[config.mk]
export PLATFORM = sky130hd
export DESIGN_NAME = drvcfg_regbank
export DESIGN_NICKNAME = d
export VERILOG_FILES = /design/src/rtl/drvcfg_pkg.sv /design/src/rtl/drvcfg_lock.sv /design/src/rtl/drvcfg_ctrl.sv /design/src/rtl/drvcfg_rdport.sv /design/src/rtl/drvcfg_regbank.sv
export SDC_FILE = /design/constraint.sdc
export NUM_CORES = 1
export LEC_CHECK = 0
export BUFFER_PORTS_ARGS = -buffer_cell sky130_fd_sc_hd__buf_2
export CAP_MARGIN = 20
export CORE_ASPECT_RATIO = 0.75
export CORE_UTILIZATION = 52
export CTS_CLUSTER_SIZE = 16
export DETAILED_ROUTE_END_ITERATION = 8
export PLACE_DENSITY = 0.9
export SYNTH_ARGS = -nofsm -noshare
export SYNTH_HDL_FRONTEND = slang
export SYNTH_SLANG_ARGS = --single-unit
[constraint.sdc]
create_clock -name clk -period 1.9 [get_ports clk]
set_input_delay 0.19 -clock clk [delete_from_list [all_inputs] [get_ports clk]]
set_output_delay 0.19 -clock clk [all_outputs]
set_load 0.005 [all_outputs]
[src/rtl/drvcfg_pkg.sv]
package drvcfg_pkg;
  localparam int DATA_W   = 8;
  localparam int NUM_LOC  = 6;
  localparam int NUM_CTRL = 4;
  localparam int CTRL_BASE = 2;

  localparam logic [7:0] RST_DRIVE = 8'h51;
  localparam logic [7:0] RST_PROT  = 8'h0C;
  localparam logic [2:0] RST_KEY   = 3'b100;
  localparam logic [7:0] RST_OLT   = 8'h08;

  localparam logic [2:0] KEY_LOCK   = 3'b011;
  localparam logic [2:0] KEY_UNLOCK = 3'b110;

  typedef enum logic [2:0] {
    LOC_FAULT = 3'd0,
    LOC_DIAG  = 3'd1,
    LOC_DRIVE = 3'd2,
    LOC_PROT  = 3'd3,
    LOC_CMD   = 3'd4,
    LOC_OLT   = 3'd5
  } loc_e;

  typedef struct packed {
    logic [1:0] toff;
    logic       spi_in;
    logic [2:0] slew;
    logic [1:0] mode;
  } drive_t;

  typedef struct packed {
    logic       itrip_rep;
    logic       tsd_mode;
    logic       otw_rep;
    logic       cpuv_dis;
    logic [1:0] ocp_retry;
    logic [1:0] ocp_mode;
  } prot_t;

  function automatic logic lock_next(input logic cur, input logic [2:0] key);
    if (key == KEY_LOCK)        return 1'b1;
    else if (key == KEY_UNLOCK) return 1'b0;
    else                        return cur;
  endfunction

  function automatic logic [7:0] plain_reset(input int idx);
    return (idx == 0) ? RST_DRIVE : RST_PROT;
  endfunction

  function automatic logic [7:0] cmd_byte(input logic clr, input logic [2:0] key,
                                          input logic [3:0] lo);
    return {clr, key, lo};
  endfunction
endpackage

[src/rtl/drvcfg_lock.sv]
module drvcfg_lock
  import drvcfg_pkg::*;
(
  input  logic       clk,
  input  logic       rst_n,
  input  logic       key_wr,
  input  logic [2:0] key_in,
  output logic       locked,
  output logic [2:0] key_q
);
  always_ff @(posedge clk or negedge rst_n) begin
    if (!rst_n) begin
      locked <= 1'b0;
      key_q  <= RST_KEY;
    end else if (key_wr) begin
      locked <= lock_next(locked, key_in);
      key_q  <= key_in;
    end
  end

  AST_LOCK_ENGAGE: assert property (@(posedge clk) disable iff (!rst_n)
    key_wr && key_in == KEY_LOCK |=> locked);
  AST_LOCK_RELEASE: assert property (@(posedge clk) disable iff (!rst_n)
    key_wr && key_in == KEY_UNLOCK |=> !locked);
  AST_LOCK_KEEP: assert property (@(posedge clk) disable iff (!rst_n)
    !(key_wr && (key_in == KEY_LOCK || key_in == KEY_UNLOCK)) |=> $stable(locked));
endmodule

[src/rtl/drvcfg_ctrl.sv]
module drvcfg_ctrl
  import drvcfg_pkg::*;
(
  input  logic                clk,
  input  logic                rst_n,
  input  logic [NUM_CTRL-1:0] ctrl_wr,
  input  logic [7:0]          wdata,
  input  logic                locked,
  input  logic                olp_done,
  output logic [7:0]          drive_q,
  output logic [7:0]          prot_q,
  output logic [3:0]          cmd_lo_q,
  output logic                clr_q,
  output logic                ol_rsvd_q,
  output logic                ol_req_q,
  output logic [5:0]          ol_lo_q
);
  localparam int NUM_PLAIN = 2;
  localparam int IDX_CMD   = int'(LOC_CMD) - CTRL_BASE;
  localparam int IDX_OLT   = int'(LOC_OLT) - CTRL_BASE;

  logic                 allow;
  logic [NUM_PLAIN-1:0][7:0] plain_q;
  logic                 cmd_wr_ok;
  logic                 olt_wr_ok;
  logic                 req_set;

  assign allow     = !locked;
  assign cmd_wr_ok = ctrl_wr[IDX_CMD] && allow;
  assign olt_wr_ok = ctrl_wr[IDX_OLT] && allow;
  assign req_set   = olt_wr_ok && wdata[6];

  for (genvar g = 0; g < NUM_PLAIN; g++) begin : g_plain
    always_ff @(posedge clk or negedge rst_n) begin
      if (!rst_n)                       plain_q[g] <= plain_reset(g);
      else if (ctrl_wr[g] && allow)     plain_q[g] <= wdata;
    end
  end

  assign drive_q = plain_q[0];
  assign prot_q  = plain_q[1];

  always_ff @(posedge clk or negedge rst_n) begin
    if (!rst_n) begin
      cmd_lo_q  <= 4'h0;
      clr_q     <= 1'b0;
      ol_rsvd_q <= RST_OLT[7];
      ol_lo_q   <= RST_OLT[5:0];
      ol_req_q  <= RST_OLT[6];
    end else begin
      clr_q <= ctrl_wr[IDX_CMD] && wdata[7];
      if (cmd_wr_ok) cmd_lo_q <= wdata[3:0];
      if (olt_wr_ok) begin
        ol_rsvd_q <= wdata[7];
        ol_lo_q   <= wdata[5:0];
      end
      if (req_set)       ol_req_q <= 1'b1;
      else if (olp_done) ol_req_q <= 1'b0;
    end
  end

  AST_LOCKED_DRIVE: assert property (@(posedge clk) disable iff (!rst_n)
    locked && ctrl_wr[0] |=> $stable(drive_q));
  AST_LOCKED_PROT: assert property (@(posedge clk) disable iff (!rst_n)
    locked && ctrl_wr[1] |=> $stable(prot_q));
  AST_LOCKED_CMD: assert property (@(posedge clk) disable iff (!rst_n)
    locked && ctrl_wr[IDX_CMD] |=> $stable(cmd_lo_q));
  AST_OLP_SET: assert property (@(posedge clk) disable iff (!rst_n)
    req_set |=> ol_req_q);
  AST_OLP_CLEAR: assert property (@(posedge clk) disable iff (!rst_n)
    $fell(ol_req_q) |-> $past(olp_done));
  AST_CLR_SELF: assert property (@(posedge clk) disable iff (!rst_n)
    clr_q && !ctrl_wr[IDX_CMD] |=> !clr_q);
endmodule

[src/rtl/drvcfg_rdport.sv]
module drvcfg_rdport
  import drvcfg_pkg::*;
(
  input  logic                         clk,
  input  logic                         rst_n,
  input  logic                         rd_en,
  input  logic                         rd_ok,
  input  logic [2:0]                   rd_loc,
  input  logic [NUM_LOC-1:0][DATA_W-1:0] bytes_in,
  output logic [DATA_W-1:0]            rdata
);
  logic [DATA_W-1:0] sel_byte;

  always_comb begin
    sel_byte = '0;
    for (int i = 0; i < NUM_LOC; i++)
      if (rd_ok && rd_loc == 3'(i)) sel_byte = bytes_in[i];
  end

  always_ff @(posedge clk or negedge rst_n) begin
    if (!rst_n)     rdata <= '0;
    else if (rd_en) rdata <= sel_byte;
  end

  AST_RSVD_READ: assert property (@(posedge clk) disable iff (!rst_n)
    rd_en && !rd_ok |=> rdata == '0);
  AST_READ_HOLD: assert property (@(posedge clk) disable iff (!rst_n)
    !rd_en |=> $stable(rdata));
endmodule

[src/rtl/drvcfg_regbank.sv]
module drvcfg_regbank
  import drvcfg_pkg::*;
#(
  parameter int ADDR_W = 4
) (
  input  logic              clk,
  input  logic              rst_n,
  input  logic [ADDR_W-1:0] bus_addr,
  input  logic [7:0]        bus_wdata,
  input  logic              bus_we,
  input  logic              bus_re,
  output logic [7:0]        bus_rdata,
  input  logic [7:0]        fault_stat_i,
  input  logic [7:0]        diag_stat_i,
  input  logic              olp_done_i,
  output logic              clear_pulse_o,
  output logic              olp_req_o,
  output logic              locked_o,
  output logic [2:0]        lock_key_o,
  output logic [1:0]        toff_o,
  output logic              spi_in_o,
  output logic [2:0]        slew_o,
  output logic [1:0]        mode_o,
  output logic              itrip_rep_o,
  output logic              tsd_mode_o,
  output logic              otw_rep_o,
  output logic              cpuv_dis_o,
  output logic [1:0]        ocp_retry_o,
  output logic [1:0]        ocp_mode_o,
  output logic              out1_dis_o,
  output logic              out2_dis_o,
  output logic              en_in1_o,
  output logic              ph_in2_o,
  output logic              olp_dly_o,
  output logic              ola_en_o,
  output logic [1:0]        itrip_lvl_o,
  output logic [1:0]        itrip_dis_o
);
  localparam logic [ADDR_W-1:0] LOC_LIMIT = ADDR_W'(NUM_LOC);

  logic                 addr_ok;
  logic [2:0]           loc;
  logic [NUM_LOC-1:0]   wr_sel;
  logic [NUM_CTRL-1:0]  ctrl_wr;
  logic                 locked;
  logic [2:0]           key_q;
  logic [7:0]           drive_q;
  logic [7:0]           prot_q;
  logic [3:0]           cmd_lo_q;
  logic                 clr_q;
  logic                 ol_rsvd_q;
  logic                 ol_req_q;
  logic [5:0]           ol_lo_q;
  logic [NUM_LOC-1:0][7:0] rd_bytes;
  drive_t               drv;
  prot_t                prt;

  assign addr_ok = bus_addr < LOC_LIMIT;
  assign loc     = bus_addr[2:0];

  for (genvar i = 0; i < NUM_LOC; i++) begin : g_dec
    assign wr_sel[i] = bus_we && addr_ok && (loc == 3'(i));
  end
  assign ctrl_wr = wr_sel[NUM_LOC-1:CTRL_BASE];

  drvcfg_lock u_lock (
    .clk    (clk),
    .rst_n  (rst_n),
    .key_wr (wr_sel[LOC_CMD]),
    .key_in (bus_wdata[6:4]),
    .locked (locked),
    .key_q  (key_q)
  );

  drvcfg_ctrl u_ctrl (
    .clk       (clk),
    .rst_n     (rst_n),
    .ctrl_wr   (ctrl_wr),
    .wdata     (bus_wdata),
    .locked    (locked),
    .olp_done  (olp_done_i),
    .drive_q   (drive_q),
    .prot_q    (prot_q),
    .cmd_lo_q  (cmd_lo_q),
    .clr_q     (clr_q),
    .ol_rsvd_q (ol_rsvd_q),
    .ol_req_q  (ol_req_q),
    .ol_lo_q   (ol_lo_q)
  );

  assign rd_bytes[LOC_FAULT] = fault_stat_i;
  assign rd_bytes[LOC_DIAG]  = diag_stat_i;
  assign rd_bytes[LOC_DRIVE] = drive_q;
  assign rd_bytes[LOC_PROT]  = prot_q;
  assign rd_bytes[LOC_CMD]   = cmd_byte(clr_q, key_q, cmd_lo_q);
  assign rd_bytes[LOC_OLT]   = {ol_rsvd_q, ol_req_q, ol_lo_q};

  drvcfg_rdport u_rd (
    .clk      (clk),
    .rst_n    (rst_n),
    .rd_en    (bus_re),
    .rd_ok    (addr_ok),
    .rd_loc   (loc),
    .bytes_in (rd_bytes),
    .rdata    (bus_rdata)
  );

  assign drv = drive_t'(drive_q);
  assign prt = prot_t'(prot_q);

  assign clear_pulse_o = clr_q;
  assign olp_req_o     = ol_req_q;
  assign locked_o      = locked;
  assign lock_key_o    = key_q;
  assign toff_o        = drv.toff;
  assign spi_in_o      = drv.spi_in;
  assign slew_o        = drv.slew;
  assign mode_o        = drv.mode;
  assign itrip_rep_o   = prt.itrip_rep;
  assign tsd_mode_o    = prt.tsd_mode;
  assign otw_rep_o     = prt.otw_rep;
  assign cpuv_dis_o    = prt.cpuv_dis;
  assign ocp_retry_o   = prt.ocp_retry;
  assign ocp_mode_o    = prt.ocp_mode;
  assign out1_dis_o    = cmd_lo_q[3];
  assign out2_dis_o    = cmd_lo_q[2];
  assign en_in1_o      = cmd_lo_q[1];
  assign ph_in2_o      = cmd_lo_q[0];
  assign olp_dly_o     = ol_lo_q[5];
  assign ola_en_o      = ol_lo_q[4];
  assign itrip_lvl_o   = ol_lo_q[3:2];
  assign itrip_dis_o   = ol_lo_q[1:0];

  AST_CLR_PULSE: assert property (@(posedge clk) disable iff (!rst_n)
    clear_pulse_o |-> $past(bus_we && addr_ok && loc == LOC_CMD && bus_wdata[7]));
  AST_RSVD_WRITE: assert property (@(posedge clk) disable iff (!rst_n)
    bus_we && !addr_ok |=> $stable({drive_q, prot_q, cmd_lo_q, key_q, locked, ol_rsvd_q, ol_lo_q}));
  AST_STATUS_WRITE: assert property (@(posedge clk) disable iff (!rst_n)
    (wr_sel[LOC_FAULT] || wr_sel[LOC_DIAG]) |=> $stable({drive_q, prot_q, cmd_lo_q, key_q, locked, ol_rsvd_q, ol_lo_q}));
  AST_WR_ONEHOT: assert property (@(posedge clk) disable iff (!rst_n)
    $onehot0(wr_sel));
endmodule

==> results.md <==
GRT:
- The first-pass GRT wire length is 7396 um.
- The total global routing track utilization is 24.63%.
- The total congestion overflow after global routing is 0.
- The number of antenna violations at the first check in global routing is 0.
- The maximum number of pins on one net before global-route repair is 42.
- The number of global-route vias before repair is 1493.

Critical path:
- The launching point of the worst reg2reg path is u_lock.locked.
- The worst setup path is of the flop to flop kind.
- The largest fanout on the critical path is 5.
- STA classifies the critical path startpoint as a flop.
- The required time at the worst-slack endpoint is 2.08 ns.
- At the worst endpoint, the arrival time is 1.67 ns.
- The worst reg-to-reg path cell count is 3.
- The setup check on the worst reg-to-reg path leaves a slack of 0.41 ns.
- STA classifies the critical path endpoint as a flop.
- In this run the worst setup path begins at u_lock.locked.
- The reg-to-reg endpoint is u_ctrl.cmd_lo_q[3].

Logic synthesis:
- After synthesis, the cell types taking the most area are dfrtp_1, mux2_2, dfstp_2.
- Synthesis inferred 41 register bits.
- The count of flip-flops with a built-in enable after synthesis is 0.
- The post-synth net total is 184.
- The cell area after synthesis is 1976 sq um.
- The most used flip-flop cell after synthesis is dfrtp_1.
- The cell count after synthesis came out at 151.
- During synthesis, Yosys emitted a total of 0 warnings.
- The cell type with the highest aggregate area in the netlist is dfrtp_1.
- After synthesis, flip-flops and latches occupy 52.37% of the total area.
- The share of Yosys cell area claimed by the top area cell type is 43.07%.
- The average instance area after synthesis is 13.08 sq um.
- The most repeated cell in the gate-level netlist after synthesis is dfrtp_1.
- After synthesis, the share of flip-flops with an asynchronous set or reset is 100.0%.
- The commonest cells after synthesis are dfrtp_1, mux2_2, mux2i_1.
- Yosys mapped the design onto 30 distinct sky130hd cell types.

Power:
- For this design the static power due to leakage is 1.190 nW.
- Net switching is 28.61% of the power.
- The clock network fraction of design power is 24.0%.
- VDD sags by at most 0.5922 mV.
- Combinational cells account for 23.1% of the total power.
- The ratio of total power to cell area is 919.3 nW/um^2.
- The analysis attributes to net switching a power of 0.6484 mW.
- Cell internal power was estimated by the tool at 1.618 mW.
- The register share of total power is 52.9%.

STA:
- Setup repair after global routing left no endpoint under its margin.
- The final-report setup violation count is 0.
- Clock skew on the completed layout was measured at 0.005623 ns.
- The setup TNS is 0 ns.
- The normalized max-slew margin is 60.81%.
- The timing-limited maximum frequency is 669.9 MHz.
- The time the worst path needs with I/O delays and setup is 1.493 ns.
- The number of max-slew violations in the final report came to 0.
- The hold violation total from the final report was 0.
- The slew at the pin closest to its max-slew limit is 0.5879 ns.
- The final critical path takes up 78.57% of the cycle.
- Across all hold checks on the routed design, the worst slack comes to 0.08641 ns.

Detailed routing:
- The detail-routed net length per standard cell is 16.77 um.
- The number of nets with antenna violations after routing is 0.
- Dividing the detail-routed via count by the number of cells gives 5.545.
- The total number of vias is 1547.
- In the routed design, unresolved DRC markers number 0.
- The first detailed-routing pass ran for 4 iterations.
- The total wire length after detailed routing is 4680 um.
- The DRC violation total after the first TritonRoute iteration is 137.

Clock tree:
- No sink is reached through more buffers than the 2 on the longest clock path.
- The clock network latency to the later pin of the worst-skew pair is 0.29 ns.
- The root buffer selected by CTS is clkbuf_8.
- Counting every sink on the clock net gives 41.
- In this run, post-CTS repair resized a total of 0 instances.
- The H-tree generated during clock tree synthesis spans 2 levels.
- In this run, CTS created clock tree buffers numbering 5.
- The TritonCTS clock tree is done.
- The clock-pin transition on the worst setup and hold timing paths is 0.08 ns.

Layout:
- Relative to the synthesized area, the layout overhead comes to 24.76%.
- The share of final-layout standard cells stronger than drive strength 1 is 56.33%.
- For this run, the post-layout net count is 261.
- The number of antenna cells inserted is 0.
- Excluding fillers, the count of instances in the completed layout stands at 279.

Floorplan:
- Measured along the x axis, the die boundary spans 73.18 um.
- Once the floorplan was initialized, standard cells occupied 57.33% of the core.
- 73 I/O pins were placed.
- The core area is 3446 sq um.
- The die is 55.38 um tall.
- The number of rows created at floorplan is 18.
- The full die area is 4052 sq um.

Min path:
- The worst hold path terminates at u_ctrl.ol_req_q.
- The cell depth of the worst hold path is 2.
- The tightest min-delay check is of the primary input to flop type.
- The launch point of the worst hold path is olp_done_i.

Placed design:
- The placed instance count is 270.
- The number of port buffers is 72.
- The HPWL after detailed placement is 3476 um.
- Routability-driven placement finished with a final weighted congestion of 0.8453.

Run status:
- The flow ran to the end, and the final reports show no timing, DRC or antenna violations.

Job:
- Max-cap violations in this run came to 0.
## sequential cells by signal (all words and copies together), names as in the netlist
register,cells
u_ctrl.drive_q,8
u_ctrl.prot_q,8
u_rd.rdata,8
u_ctrl.ol_lo_q,6
u_ctrl.cmd_lo_q,4
u_lock.key_q,3
u_ctrl.clr_q,1
u_ctrl.ol_req_q,1
u_ctrl.ol_rsvd_q,1
u_lock.locked,1
## layer usage
layer / up-vias / global-route usage [%] / routed length, um
met5: - / 0 / 0
met4: 0 / 11.20 / 104
met3: 14 / 5.474 / 329
met2: 67 / 36.77 / 2241
met1: 747 / 34.18 / 2005
li1: 719 / - / -
## per-stage QoR
stage                     area (sq um)  total power, mW  setup slack [ns]  util (%)
final                             2465            2.266            0.4072     71.53
after global routing              2465            2.365            0.3597     71.53
after CTS                         2465            2.273            0.4006     71.53
after detailed placement          2372            1.732            0.2626     68.85
after global placement            2372            1.708            0.3305     68.85
after floorplan                   1976            1.439            0.6078         -
## what timing repair did
item / CTS / global route
endpoints found under the hold margin: 34 / 0
hold buffers: 1 / 0
setup buffers: 0 / 0
## worst max-delay path by stage
stage	endpoint	slack (ns)	depth (start not counted)
detailed placement	u_ctrl.cmd_lo_q[3]	0.26	4
floorplan	u_ctrl.drive_q[1]	0.61	3
global route	u_ctrl.cmd_lo_q[3]	0.36	3
CTS	u_ctrl.cmd_lo_q[3]	0.40	3
global placement	u_ctrl.prot_q[0]	0.33	4
finish	u_ctrl.cmd_lo_q[3]	0.41	3
## cells in the final DEF (no fill, tap or decap), types with 5 or more instances in the layout
| cell | n |
|---|---|
| mux2i_1 | 10 |
| mux2_2 | 29 |
| o21a_1 | 5 |
| buf_2 | 72 |
| nand2_1 | 7 |
| o221ai_1 | 5 |
| dfrtp_1 | 34 |
| o21ai_0 | 6 |
| inv_1 | 6 |
| clkbuf_8 | 5 |
| dfstp_2 | 7 |
| o22ai_1 | 5 |
## power groups by stage
| stage | registers [mW] | clock network (mW) | logic, mW |
|---|---|---|---|
| floorplan | 1.20 | 0 | 0.244 |
| global placement | 1.20 | 0 | 0.504 |
| detailed placement | 1.21 | 0 | 0.522 |
| CTS | 1.19 | 0.549 | 0.528 |
| global route | 1.22 | 0.579 | 0.567 |
| finish | 1.20 | 0.544 | 0.524 |
## final cells by class
cell class,instances,area [sq um]
clock buffer,6,72.57
fill,242,980.9
multi-input combinational,99,877.1
inverter,6,22.52
tap,50,62.56
clock inverter,2,10.01
sequential,41,1035
timing repair buffer,75,385.4
## critical path: stages (launching register included)
cell	delay [ns]
dfrtp_1	0.44
nor4b_2	0.37
nand2_1	0.24
mux2_2	0.33
## cells by family (layout without fill, tap and decap cells)
group / Yosys count / in the layout / share of synthesized area (%)
compound gates: 30 / 30 / 10.26
buf+inv: 11 / 89 / 3.230
flops: 41 / 41 / 52.38
mux: 42 / 42 / 25.02
simple gates: 27 / 27 / 9.120
No activity file was read; power rests on OpenSTA's default activity.
